**src/rtl/voq_sched_pkg.sv**
```systemverilog
package voq_sched_pkg;

    typedef enum logic [1:0] {
        S_IDLE  = 2'd0,
        S_SCAN  = 2'd1,
        S_GRANT = 2'd2
    } sched_state_e;

    function automatic int fact(input int n);
        int r;
        r = 1;
        for (int i = 2; i <= n; i++) r = r * i;
        return r;
    endfunction

endpackage

```
**src/rtl/voq_occupancy.sv**
```systemverilog
module voq_occupancy #(
    parameter int N  = 4,
    parameter int CW = 4
) (
    input  logic              clk,
    input  logic              rst_n,
    input  logic [N*N-1:0]    inc,
    input  logic [N*N-1:0]    dec,
    output logic [N*N*CW-1:0] occ
);
    localparam logic [CW-1:0] CMAX = '1;

    for (genvar e = 0; e < N*N; e++) begin : g_cell
        logic [CW-1:0] c;

        always_ff @(posedge clk or negedge rst_n) begin
            if (!rst_n)
                c <= '0;
            else if (inc[e] && !dec[e] && c != CMAX)
                c <= c + CW'(1);
            else if (dec[e] && !inc[e])
                c <= c - CW'(1);
        end

        assign occ[e*CW +: CW] = c;

        AST_NO_OVERFLOW: assert property (@(posedge clk) disable iff (!rst_n)
            (c == CMAX && inc[e] && !dec[e]) |=> c == CMAX);
        AST_NO_UNDERFLOW: assert property (@(posedge clk) disable iff (!rst_n)
            dec[e] |-> c != '0);
    end

endmodule

```
**src/rtl/voq_perm_gen.sv**
```systemverilog
module voq_perm_gen
    import voq_sched_pkg::*;
#(
    parameter int N  = 4,
    parameter int KW = 5,
    parameter int IW = 2
) (
    input  logic [KW-1:0]   idx,
    output logic [N*IW-1:0] perm
);
    // Rank to permutation through factorial digits, lexicographic order.
    always_comb begin
        int rem;
        int d;
        int cnt;
        logic [N-1:0] used;
        logic found;
        perm = '0;
        used = '0;
        rem  = int'(idx);
        for (int i = 0; i < N; i++) begin
            d     = rem / fact(N-1-i);
            rem   = rem % fact(N-1-i);
            cnt   = 0;
            found = 1'b0;
            for (int j = 0; j < N; j++) begin
                if (!used[j] && !found) begin
                    if (cnt == d) begin
                        found   = 1'b1;
                        used[j] = 1'b1;
                        perm[i*IW +: IW] = IW'(j);
                    end
                    cnt = cnt + 1;
                end
            end
        end
    end

endmodule

```
**src/rtl/voq_mwm_sched.sv**
```systemverilog
module voq_mwm_sched
    import voq_sched_pkg::*;
#(
    parameter int N  = 4,
    parameter int CW = 4
) (
    input  logic                     clk,
    input  logic                     rst_n,
    input  logic [N-1:0]             arr_valid,
    input  logic [N*$clog2(N)-1:0]   arr_dest,
    input  logic                     slot_start,
    output logic                     busy,
    output logic                     match_done,
    output logic [N-1:0]             match_valid,
    output logic [N*$clog2(N)-1:0]   match_port
);
    localparam int IW    = $clog2(N);
    localparam int NPERM = fact(N);
    localparam int KW    = (NPERM > 1) ? $clog2(NPERM) : 1;
    localparam int SW    = CW + $clog2(N);
    localparam logic [KW-1:0] KLAST = KW'(NPERM - 1);

    sched_state_e       state_q, state_d;
    logic [KW-1:0]      k_q, best_k_q;
    logic [SW-1:0]      best_w_q, scan_w;
    logic [N*N*CW-1:0]  snap_q, occ;
    logic [N*IW-1:0]    scan_perm, win_perm, win_port;
    logic [N-1:0]       grant_v;
    logic [N*N-1:0]     inc_m, dec_m;

    voq_occupancy #(.N(N), .CW(CW)) u_occ (
        .clk(clk), .rst_n(rst_n), .inc(inc_m), .dec(dec_m), .occ(occ)
    );

    voq_perm_gen #(.N(N), .KW(KW), .IW(IW)) u_scan (
        .idx(k_q), .perm(scan_perm)
    );

    voq_perm_gen #(.N(N), .KW(KW), .IW(IW)) u_win (
        .idx(best_k_q), .perm(win_perm)
    );

    // Arrival decode
    always_comb begin
        inc_m = '0;
        for (int i = 0; i < N; i++)
            for (int j = 0; j < N; j++)
                inc_m[i*N + j] = arr_valid[i] && (arr_dest[i*IW +: IW] == IW'(j));
    end

    // Weight of the pairing under evaluation
    always_comb begin
        scan_w = '0;
        for (int i = 0; i < N; i++)
            scan_w = scan_w + SW'(snap_q[(i*N + int'(scan_perm[i*IW +: IW]))*CW +: CW]);
    end

    // Winner masking and departures
    always_comb begin
        grant_v  = '0;
        win_port = '0;
        dec_m    = '0;
        for (int i = 0; i < N; i++) begin
            if (snap_q[(i*N + int'(win_perm[i*IW +: IW]))*CW +: CW] != '0) begin
                grant_v[i] = 1'b1;
                win_port[i*IW +: IW] = win_perm[i*IW +: IW];
                if (state_q == S_GRANT)
                    dec_m[i*N + int'(win_perm[i*IW +: IW])] = 1'b1;
            end
        end
    end

    // State register
    always_ff @(posedge clk or negedge rst_n) begin
        if (!rst_n) state_q <= S_IDLE;
        else        state_q <= state_d;
    end

    // Next state
    always_comb begin
        state_d = state_q;
        unique case (state_q)
            S_IDLE:  if (slot_start) state_d = S_SCAN;
            S_SCAN:  if (k_q == KLAST) state_d = S_GRANT;
            S_GRANT: state_d = S_IDLE;
            default: state_d = S_IDLE;
        endcase
    end

    // Search datapath
    always_ff @(posedge clk or negedge rst_n) begin
        if (!rst_n) begin
            snap_q   <= '0;
            k_q      <= '0;
            best_w_q <= '0;
            best_k_q <= '0;
        end else begin
            unique case (state_q)
                S_IDLE: if (slot_start) begin
                    snap_q   <= occ;
                    k_q      <= '0;
                    best_w_q <= '0;
                    best_k_q <= '0;
                end
                S_SCAN: begin
                    k_q <= k_q + KW'(1);
                    if (scan_w > best_w_q) begin
                        best_w_q <= scan_w;
                        best_k_q <= k_q;
                    end
                end
                default: ;
            endcase
        end
    end

    // Outputs
    always_ff @(posedge clk or negedge rst_n) begin
        if (!rst_n) begin
            match_done  <= 1'b0;
            match_valid <= '0;
            match_port  <= '0;
        end else begin
            match_done <= (state_q == S_GRANT);
            if (state_q == S_GRANT) begin
                match_valid <= grant_v;
                match_port  <= win_port;
            end
        end
    end

    assign busy = (state_q != S_IDLE);

    AST_DONE_PULSE: assert property (@(posedge clk) disable iff (!rst_n)
        match_done |=> !match_done);
    AST_HOLD_MATCH: assert property (@(posedge clk) disable iff (!rst_n)
        !match_done |-> ($stable(match_valid) && $stable(match_port)));
    AST_SNAP_FROZEN: assert property (@(posedge clk) disable iff (!rst_n)
        busy |=> $stable(snap_q));

    for (genvar a = 0; a < N; a++) begin : g_pa
        for (genvar b = a + 1; b < N; b++) begin : g_pb
            AST_NO_CONFLICT: assert property (@(posedge clk) disable iff (!rst_n)
                (match_valid[a] && match_valid[b]) |->
                (match_port[a*IW +: IW] != match_port[b*IW +: IW]));
        end
    end

endmodule

```
**config.mk**
```make
export PLATFORM = sky130hd
export DESIGN_NAME = voq_mwm_sched
export DESIGN_NICKNAME = d
export VERILOG_FILES = /design/src/rtl/voq_sched_pkg.sv /design/src/rtl/voq_occupancy.sv /design/src/rtl/voq_perm_gen.sv /design/src/rtl/voq_mwm_sched.sv
export SDC_FILE = /design/constraint.sdc
export NUM_CORES = 1
export LEC_CHECK = 0
export ABC_AREA = 1
export BUFFER_PORTS_ARGS = -buffer_cell sky130_fd_sc_hd__clkbuf_2
export CAP_MARGIN = 20
export CORE_AREA = 2 2 147 164
export DETAILED_ROUTE_END_ITERATION = 12
export DIE_AREA = 0 0 149 166
export GPL_TIMING_DRIVEN = 0
export PLACE_DENSITY = 0.65
export SLEW_MARGIN = 25
export SYNTH_ARGS = -nofsm -noshare
export SYNTH_HDL_FRONTEND = slang
export SYNTH_HIERARCHICAL = 1
export SYNTH_SLANG_ARGS = --single-unit
```
**constraint.sdc**
```tcl
create_clock -name clk -period 10.9 [get_ports clk]
set_clock_uncertainty 0.15 [all_clocks]
set_input_delay 1.09 -clock clk [delete_from_list [all_inputs] [get_ports clk]]
set_output_delay 1.09 -clock clk [all_outputs]
set_load 0.01 [all_outputs]
```
== After elaboration in Yosys (flattened, before gate mapping) ==
Cells that the tools add are included.
Cells by class
  add/subtract/negate cells: 58
  divide/modulo/power cells: 4
  $lt $le $gt $ge: 9
  eq/ne operators: 52
  shifts and indexed selects: 8
  mux-type cells: 216
  bitwise gates (word level): 5
  reduce and logical (&&, ||, !) cells: 195
Operator list (count)
  32-bit 2-to-1 mux: 14
  32-bit zero test: 12
  32-bit by 2-bit adder with 32-bit output, second input constant: 6
  32-bit equality test: 6
  64-bit by 32-bit indexed part select with 4-bit output: 3
  4-bit 2-to-1 mux: 34
  32-bit by 2-bit equality test with 1-bit output: 4
  64-bit by 5-bit indexed part select with 4-bit output: 2
  64-bit by 8-bit indexed part select with 4-bit output: 2
  1-bit 2-to-1 mux: 104
  16-bit 2-to-1 mux: 6
  2-bit 2-to-1 mux: 46
  1-bit logical AND: 86
  1-bit zero test: 66
  32-bit by 1-bit adder with 32-bit output: 2
  4-bit by 1-bit adder with 4-bit output, second input constant: 16
  6-bit by 4-bit divider with 32-bit output, second input constant: 2
  2-bit by 32-bit equality test with 1-bit output: 2
  2-bit by 32-bit equality test with 1-bit output, first input constant: 2
  3-bit by 32-bit equality test with 1-bit output: 2
  6-bit by 4-bit modulo with 32-bit output, second input constant: 2
  4-bit inequality test, second input constant: 16
  64-bit by 7-bit indexed part select with 4-bit output: 1
  4-bit by 1-bit subtractor with 4-bit output, second input constant: 16
  34 further kinds: 95
Word-level totals
  bits in registers: 159
  bits of input ports: 15
  output and inout port bits: 14

== Logic depth before layout (Yosys ltp) ==
  depth in word-level cells: 33
  mapped depth: 59

== By module ==
The synthesis kept the hierarchy.
Modules (own cells, without submodules)
  voq_mwm_sched: instances 1, cells each 753, area each 5340.1 µm²
  voq_occupancy: instances 1, cells each 509, area each 4296.6 µm²
  voq_perm_gen: instances 2, cells each 154, area each 875.8 µm²

== Worst setup path after synthesis ==
OpenSTA, ideal clock, no wires.
  path type: flip-flop to flip-flop
  start: register k_q[3]
  end: register best_k_q[3]
  setup time: 0.117 ns
  data arrival time: 7.653 ns
  required time: 10.633 ns
  path slack: 2.980 ns
  cell stages (with the launch flop): 52
  path through: dfrtp_1 -> clkbuf_1 -> ha_1 -> inv_1 -> nand2_2 -> nand2_2 -> nand4_1 -> nand2_1 -> clkinv_1 -> ha_1 -> nor4_1 -> inv_1 -> nor2_1 -> ha_1 -> ha_1 -> nor2_1 -> nand4_1 -> nand2_1 -> (+16 left out) -> a32o_1 -> fa_1 -> fa_1 -> inv_1 -> ha_1 -> a21oi_1 -> nand3b_1 -> nand2_1 -> inv_1 -> ha_1 -> nand2_1 -> nor2_2 -> nand2_1 -> nand3_1 -> nand2_2 -> buf_2 -> nand3_1 -> nand2_1
RTL lines
  start, declared: RTL line voq_mwm_sched.sv:24  | logic [KW-1:0] k_q, best_k_q;
  start signal, assigned: RTL line voq_mwm_sched.sv:106  | k_q <= k_q + KW'(1);
  parallel branches: the longest is 17 deep, another holds 6-bit by 4-bit modulo with 32-bit output
  2-bit 2-to-1 mux (*): RTL line voq_perm_gen.sv:27  | if (!used[j] && !found) begin
  via scan_perm[4]: RTL line voq_mwm_sched.sv:27  | logic [N*IW-1:0] scan_perm, win_perm, win_port;
  4-bit by 2-bit adder with 5-bit output (*): RTL line voq_mwm_sched.sv:55  | scan_w = scan_w + SW'(snap_q[(i*N + int'(scan_perm[i*IW +: IW]))*CW +: CW]);
  64-bit by 8-bit indexed part select with 4-bit output (*): RTL line voq_mwm_sched.sv:55
  5-bit by 4-bit adder with 6-bit output (*): RTL line voq_mwm_sched.sv:55
  6-bit by 4-bit adder with 6-bit output (*): RTL line voq_mwm_sched.sv:55
  6-bit > comparator (*): RTL line voq_mwm_sched.sv:107  | if (scan_w > best_w_q) begin
  2-bit inequality test (no source line) (*)
  3-bit AND reduction (no source line) (*)
  end signal, assigned: RTL line voq_mwm_sched.sv:109  | best_k_q <= k_q;
  end, declared: RTL line voq_mwm_sched.sv:24
Mark *: on every way through the listed nets, which the timed path passes. The select of a mux whose other input is x is not followed.
A chain may end at the register's enable or synchronous reset.

== Worst setup path after layout ==
  start: register k_q[3]
  end: register best_w_q[2]
RTL lines
  parallel branches: the longest is 17 deep, another holds 6-bit by 4-bit modulo with 32-bit output
  2-bit 2-to-1 mux (*): RTL line voq_perm_gen.sv:27
  via scan_perm[4]: RTL line voq_mwm_sched.sv:27
  4-bit by 2-bit adder with 5-bit output (*): RTL line voq_mwm_sched.sv:55
  64-bit by 8-bit indexed part select with 4-bit output (*): RTL line voq_mwm_sched.sv:55
  5-bit by 4-bit adder with 6-bit output (*): RTL line voq_mwm_sched.sv:55
  6-bit by 4-bit adder with 6-bit output (*): RTL line voq_mwm_sched.sv:55
  6-bit > comparator: RTL line voq_mwm_sched.sv:107
  2-bit inequality test (no source line)
  3-bit AND reduction (no source line)
  end signal, assigned: RTL line voq_mwm_sched.sv:108  | best_w_q <= scan_w;
  end, declared: RTL line voq_mwm_sched.sv:25  | logic [SW-1:0] best_w_q, scan_w;
Marked as above.

==> impl_results.rst <==
.. list-table::
   :header-rows: 1

   * - Metric
     - Value
   * - Result of the run
     - completed
   * - Clock transition at the registers of the reported paths
     - 0.07 ns
   * - Number of nets in the layout
     - 1717
   * - DRC violation count after routing
     - 0
   * - Height of the die
     - 166 um
   * - Worst EP arrival
     - 9.10 ns
   * - Number of warnings printed during yosys synthesis
     - 6
   * - Normalized max-slew margin
     - 56.9%
   * - Total wire length after detailed routing
     - 25.2 mm
   * - Worst slack at placement
     - 1.99 ns
   * - Sort of element at the end of the critical path
     - flip-flop
   * - Via count of the first global-routing pass
     - 9436
   * - Chip width
     - 149 um
   * - Footprint of the multi-input gates
     - 0.00662 mm2
   * - Initial antenna violation count
     - 0
   * - Clock tree from TritonCTS
     - built
   * - Area of the core
     - 0.0232 mm2
   * - Gate Count Post-Synth
     - 1570
   * - Number of iterations in the first detailed-routing pass
     - 5
   * - GPL Wtd Cong
     - 0.916
   * - First-pass GRT wire length
     - 43.9 mm
   * - Layout fillers
     - 2311
   * - Detailed-route via count
     - 9824
   * - Most repeated library cell on the critical path
     - sky130_fd_sc_hd__nand2_1
   * - Class of the tightest hold or removal check
     - reg2reg
   * - Port buffer count
     - 28
   * - Standard-cell row count
     - 59
   * - Num CTS Buffers
     - 17
   * - Critical path class
     - reg2reg
   * - Clock period minus final worst setup slack
     - 8.93 ns
   * - Maximum frequency from static timing analysis
     - 112 MHz
   * - FFs w/ async S/R, synth
     - 100%
   * - Post-route antenna net violation count
     - 0
   * - Syn nets
     - 1669
   * - Vias per cell
     - 5.07
   * - Number of gates given a new drive strength after cts
     - 0
   * - Type of origin of the critical path
     - flip-flop
   * - Final hold violation count
     - 0
   * - Period utilization
     - 81.9%
   * - Worst-path maximum fanout
     - 10
   * - Number of flip-flops and latches in the synthesized netlist
     - 159
   * - Number of top-level pins
     - 29
   * - Slowest cell on crit path
     - sky130_fd_sc_hd__fa_1
   * - CTS H-Tree Depth
     - 4
   * - Sequential cell area fraction in the yosys report
     - 34.9%
   * - Final-layout setup total negative slack
     - 0 ns
   * - Total standard cell area after synthesis
     - 0.0114 mm2
   * - Aggregate global-route resource usage
     - 21.7%
   * - Largest net degree at the start of global routing
     - 83
   * - CTS Root Buffer Type
     - sky130_fd_sc_hd__clkbuf_16
   * - Prevailing post-synth register cell
     - sky130_fd_sc_hd__dfrtp_1
   * - Register Area
     - 0.00398 mm2
   * - Layout overhead on the synthesized area
     - 9.93%
   * - Count of cell types in the netlist
     - 40
   * - Reported max-cap violation count
     - 0
   * - Post-CTS repair timing setup buffer count
     - 0
   * - CTS Hold Buffers Added
     - 0
   * - Data required time at the worst endpoint
     - 11.07 ns
   * - Iteration-0 DRC count of the detailed router
     - 470
   * - Worst setup margin
     - 1.97 ns
   * - Sink count of the clock tree
     - 159
   * - HPWL after DPL
     - 19.1 mm
   * - Number of flops mapped to enable cells by yosys
     - 0
   * - # diodes
     - 0
   * - Average size of a mapped cell
     - 7.25 um2
   * - Total congestion overflow
     - 0
   * - Insertion delay of the later-clocked pin in the worst-skew pair
     - 0.44 ns
   * - Starting utilization of the core area
     - 49.1%
   * - Maximum buffer depth of the clock tree
     - 2
   * - RSZ-0062 raised after global routing
     - no
   * - Die Area
     - 0.0247 mm2
   * - Worst path max stage delay
     - 0.54 ns
   * - Final setup violation count
     - 0
   * - Ratio of cells with drive above 1 in the final layout
     - 11.3%
   * - Wire length per cell
     - 13.0 um
   * - Number of pins with negative max-slew slack in the final report
     - 0
   * - Measured slew at the worst slew-check pin
     - 0.640 ns
[sequential cells by signal (all words and copies together), names as in the netlist, 2 cells and up]
signal          flops
best_w_q            6
state_q             2
match_valid         4
k_q                 5
snap_q             64
best_k_q            5
u_occ/g_cell.c     64
match_port          8
[cells in the final DEF (no fill, tap or decap), types with 3 or more instances in the layout]
master and count:
sky130_fd_sc_hd__nand2_1 603, sky130_fd_sc_hd__dfrtp_1 159, sky130_fd_sc_hd__inv_1 148, sky130_fd_sc_hd__nor2_1 135, sky130_fd_sc_hd__nand3_1 115, sky130_fd_sc_hd__ha_1 60, sky130_fd_sc_hd__a21oi_1 42, sky130_fd_sc_hd__nand2_2 41
sky130_fd_sc_hd__xor2_1 34, sky130_fd_sc_hd__clkbuf_2 27, sky130_fd_sc_hd__fa_1 24, sky130_fd_sc_hd__nand4_1 24, sky130_fd_sc_hd__nor3_1 22, sky130_fd_sc_hd__o21ai_0 17, sky130_fd_sc_hd__clkbuf_16 17, sky130_fd_sc_hd__buf_2 16
sky130_fd_sc_hd__inv_2 15, sky130_fd_sc_hd__nand3b_1 14, sky130_fd_sc_hd__a32o_1 12, sky130_fd_sc_hd__clkinv_1 10, sky130_fd_sc_hd__nor2_2 9, sky130_fd_sc_hd__nand3_2 8, sky130_fd_sc_hd__nand3_4 6, sky130_fd_sc_hd__buf_1 5
sky130_fd_sc_hd__clkinv_4 5, sky130_fd_sc_hd__o21bai_4 5, sky130_fd_sc_hd__o22ai_1 4, sky130_fd_sc_hd__o21ai_1 4, sky130_fd_sc_hd__xnor2_1 4, sky130_fd_sc_hd__nand2_4 4, sky130_fd_sc_hd__nand4_2 4, sky130_fd_sc_hd__o211ai_1 4
sky130_fd_sc_hd__o21ai_2 4, sky130_fd_sc_hd__clkbuf_1 3, sky130_fd_sc_hd__buf_4 3, sky130_fd_sc_hd__clkinv_2 3, sky130_fd_sc_hd__inv_6 3
[cells in the mapped netlist (2+ instances only)]
| library cell | n | area (um2) |
|---|---|---|
| sky130_fd_sc_hd__buf_2 | 16 | 80.1 |
| sky130_fd_sc_hd__nand4_2 | 4 | 50.1 |
| sky130_fd_sc_hd__o21ai_0 | 17 | 85.1 |
| sky130_fd_sc_hd__nor3_1 | 22 | 110 |
| sky130_fd_sc_hd__o211ai_1 | 4 | 30.0 |
| sky130_fd_sc_hd__o22ai_1 | 4 | 25.0 |
| sky130_fd_sc_hd__o211ai_2 | 2 | 25.0 |
| sky130_fd_sc_hd__nand4_1 | 24 | 150 |
| sky130_fd_sc_hd__nand3_2 | 8 | 80.1 |
| sky130_fd_sc_hd__o21ai_1 | 4 | 20.0 |
| sky130_fd_sc_hd__xnor2_2 | 2 | 32.5 |
| sky130_fd_sc_hd__nand2_2 | 41 | 257 |
| sky130_fd_sc_hd__buf_1 | 5 | 18.8 |
| sky130_fd_sc_hd__buf_4 | 3 | 22.5 |
| sky130_fd_sc_hd__clkinv_1 | 10 | 37.5 |
| sky130_fd_sc_hd__ha_1 | 60 | 751 |
| sky130_fd_sc_hd__nand2_4 | 4 | 45.0 |
| sky130_fd_sc_hd__nand2_1 | 603 | 2260 |
| sky130_fd_sc_hd__nor2_1 | 135 | 507 |
| sky130_fd_sc_hd__o21ai_2 | 4 | 35.0 |
| sky130_fd_sc_hd__o21bai_4 | 5 | 93.8 |
| sky130_fd_sc_hd__clkbuf_1 | 3 | 11.3 |
| sky130_fd_sc_hd__a21oi_1 | 42 | 210 |
| sky130_fd_sc_hd__xor2_1 | 34 | 298 |
| sky130_fd_sc_hd__nand3_4 | 6 | 105 |
| sky130_fd_sc_hd__a32o_1 | 12 | 120 |
| sky130_fd_sc_hd__fa_1 | 24 | 480 |
| sky130_fd_sc_hd__nand3_1 | 115 | 576 |
| sky130_fd_sc_hd__inv_1 | 148 | 556 |
| sky130_fd_sc_hd__o21ai_4 | 2 | 32.5 |
| sky130_fd_sc_hd__nand3b_1 | 14 | 105 |
| sky130_fd_sc_hd__inv_2 | 15 | 56.3 |
| sky130_fd_sc_hd__nor4_1 | 2 | 12.5 |
| sky130_fd_sc_hd__dfrtp_1 | 159 | 3980 |
| sky130_fd_sc_hd__xnor2_1 | 4 | 35.0 |
| sky130_fd_sc_hd__nor2_2 | 9 | 56.3 |
[cell type report]
class / instances / area share (%)
plain buffers: 28 / 1.15
clock buffers: 18 / 3.51
clock inverters: 14 / 1.07
inverters: 173 / 5.19
multi-input cells: 1210 / 52.8
flip-flops and latches: 159 / 31.8
well taps: 305 / 3.05
repair buffers: 29 / 1.41
[cell families after synthesis]
family | count (synthesis) | synth area share [%]
AOI/OAI and AO/OA | 99 | 6.17
xor gates and xnor gates | 40 | 3.21
adders and majority gates | 84 | 10.8
buffers and inverters | 201 | 6.97
DFF | 159 | 34.9
and+or+nand+nor | 987 | 37.9
[layer usage]
metal	global-route usage (%)	share of wire, %
met1	29.3	48
met2	36.1	48
met5	0	0
met3	3.21	2.5
met4	6.46	2.0
[metrics by stage]
stage / utilization (%) / instance area (um2) / hold slack [ns] / instances
final: 54.0 / 12500 / 0.334 / 1936
after detailed placement: 51.5 / 11900 / 0.319 / 1904
after floorplan: - / 11400 / 0.316 / 1570
after CTS: 54.0 / 12500 / 0.336 / 1936
after global placement: 51.4 / 11900 / 0.316 / 1903
after global routing: 54.0 / 12500 / 0.350 / 1936
[critical path, delay by kind of cell, from the launching register on]
kind	cells	cell delay [ns]
buffers and inverters	11	1.17
XOR/XNOR	1	0.19
adder cells (fa/ha/maj)	9	2.93
AO/OA/AOI/OAI	5	0.83
AND/OR/NAND/NOR	25	3.04
flip-flops	1	0.52
[worst paths after layout]
path	startpoint	end	slack (ns)	cells after the start
worst min-delay path	match_port[0]	match_port[0]	0.33	2
max in group asynchronous	rst_n	u_occ/g_cell[11].c[2]	9.24	2
min in group asynchronous	rst_n	u_occ/g_cell[4].c[2]	0.54	1
worst min register to register	match_port[0]	match_port[0]	0.33	2
worst max-delay path	k_q[3]	best_w_q[2]	1.97	51
worst max register to register	k_q[3]	best_w_q[2]	1.97	51
Power is left out: the tool's default activity adds up to more than one toggle a clock period on the data nets, which glitch-free logic cannot reach.
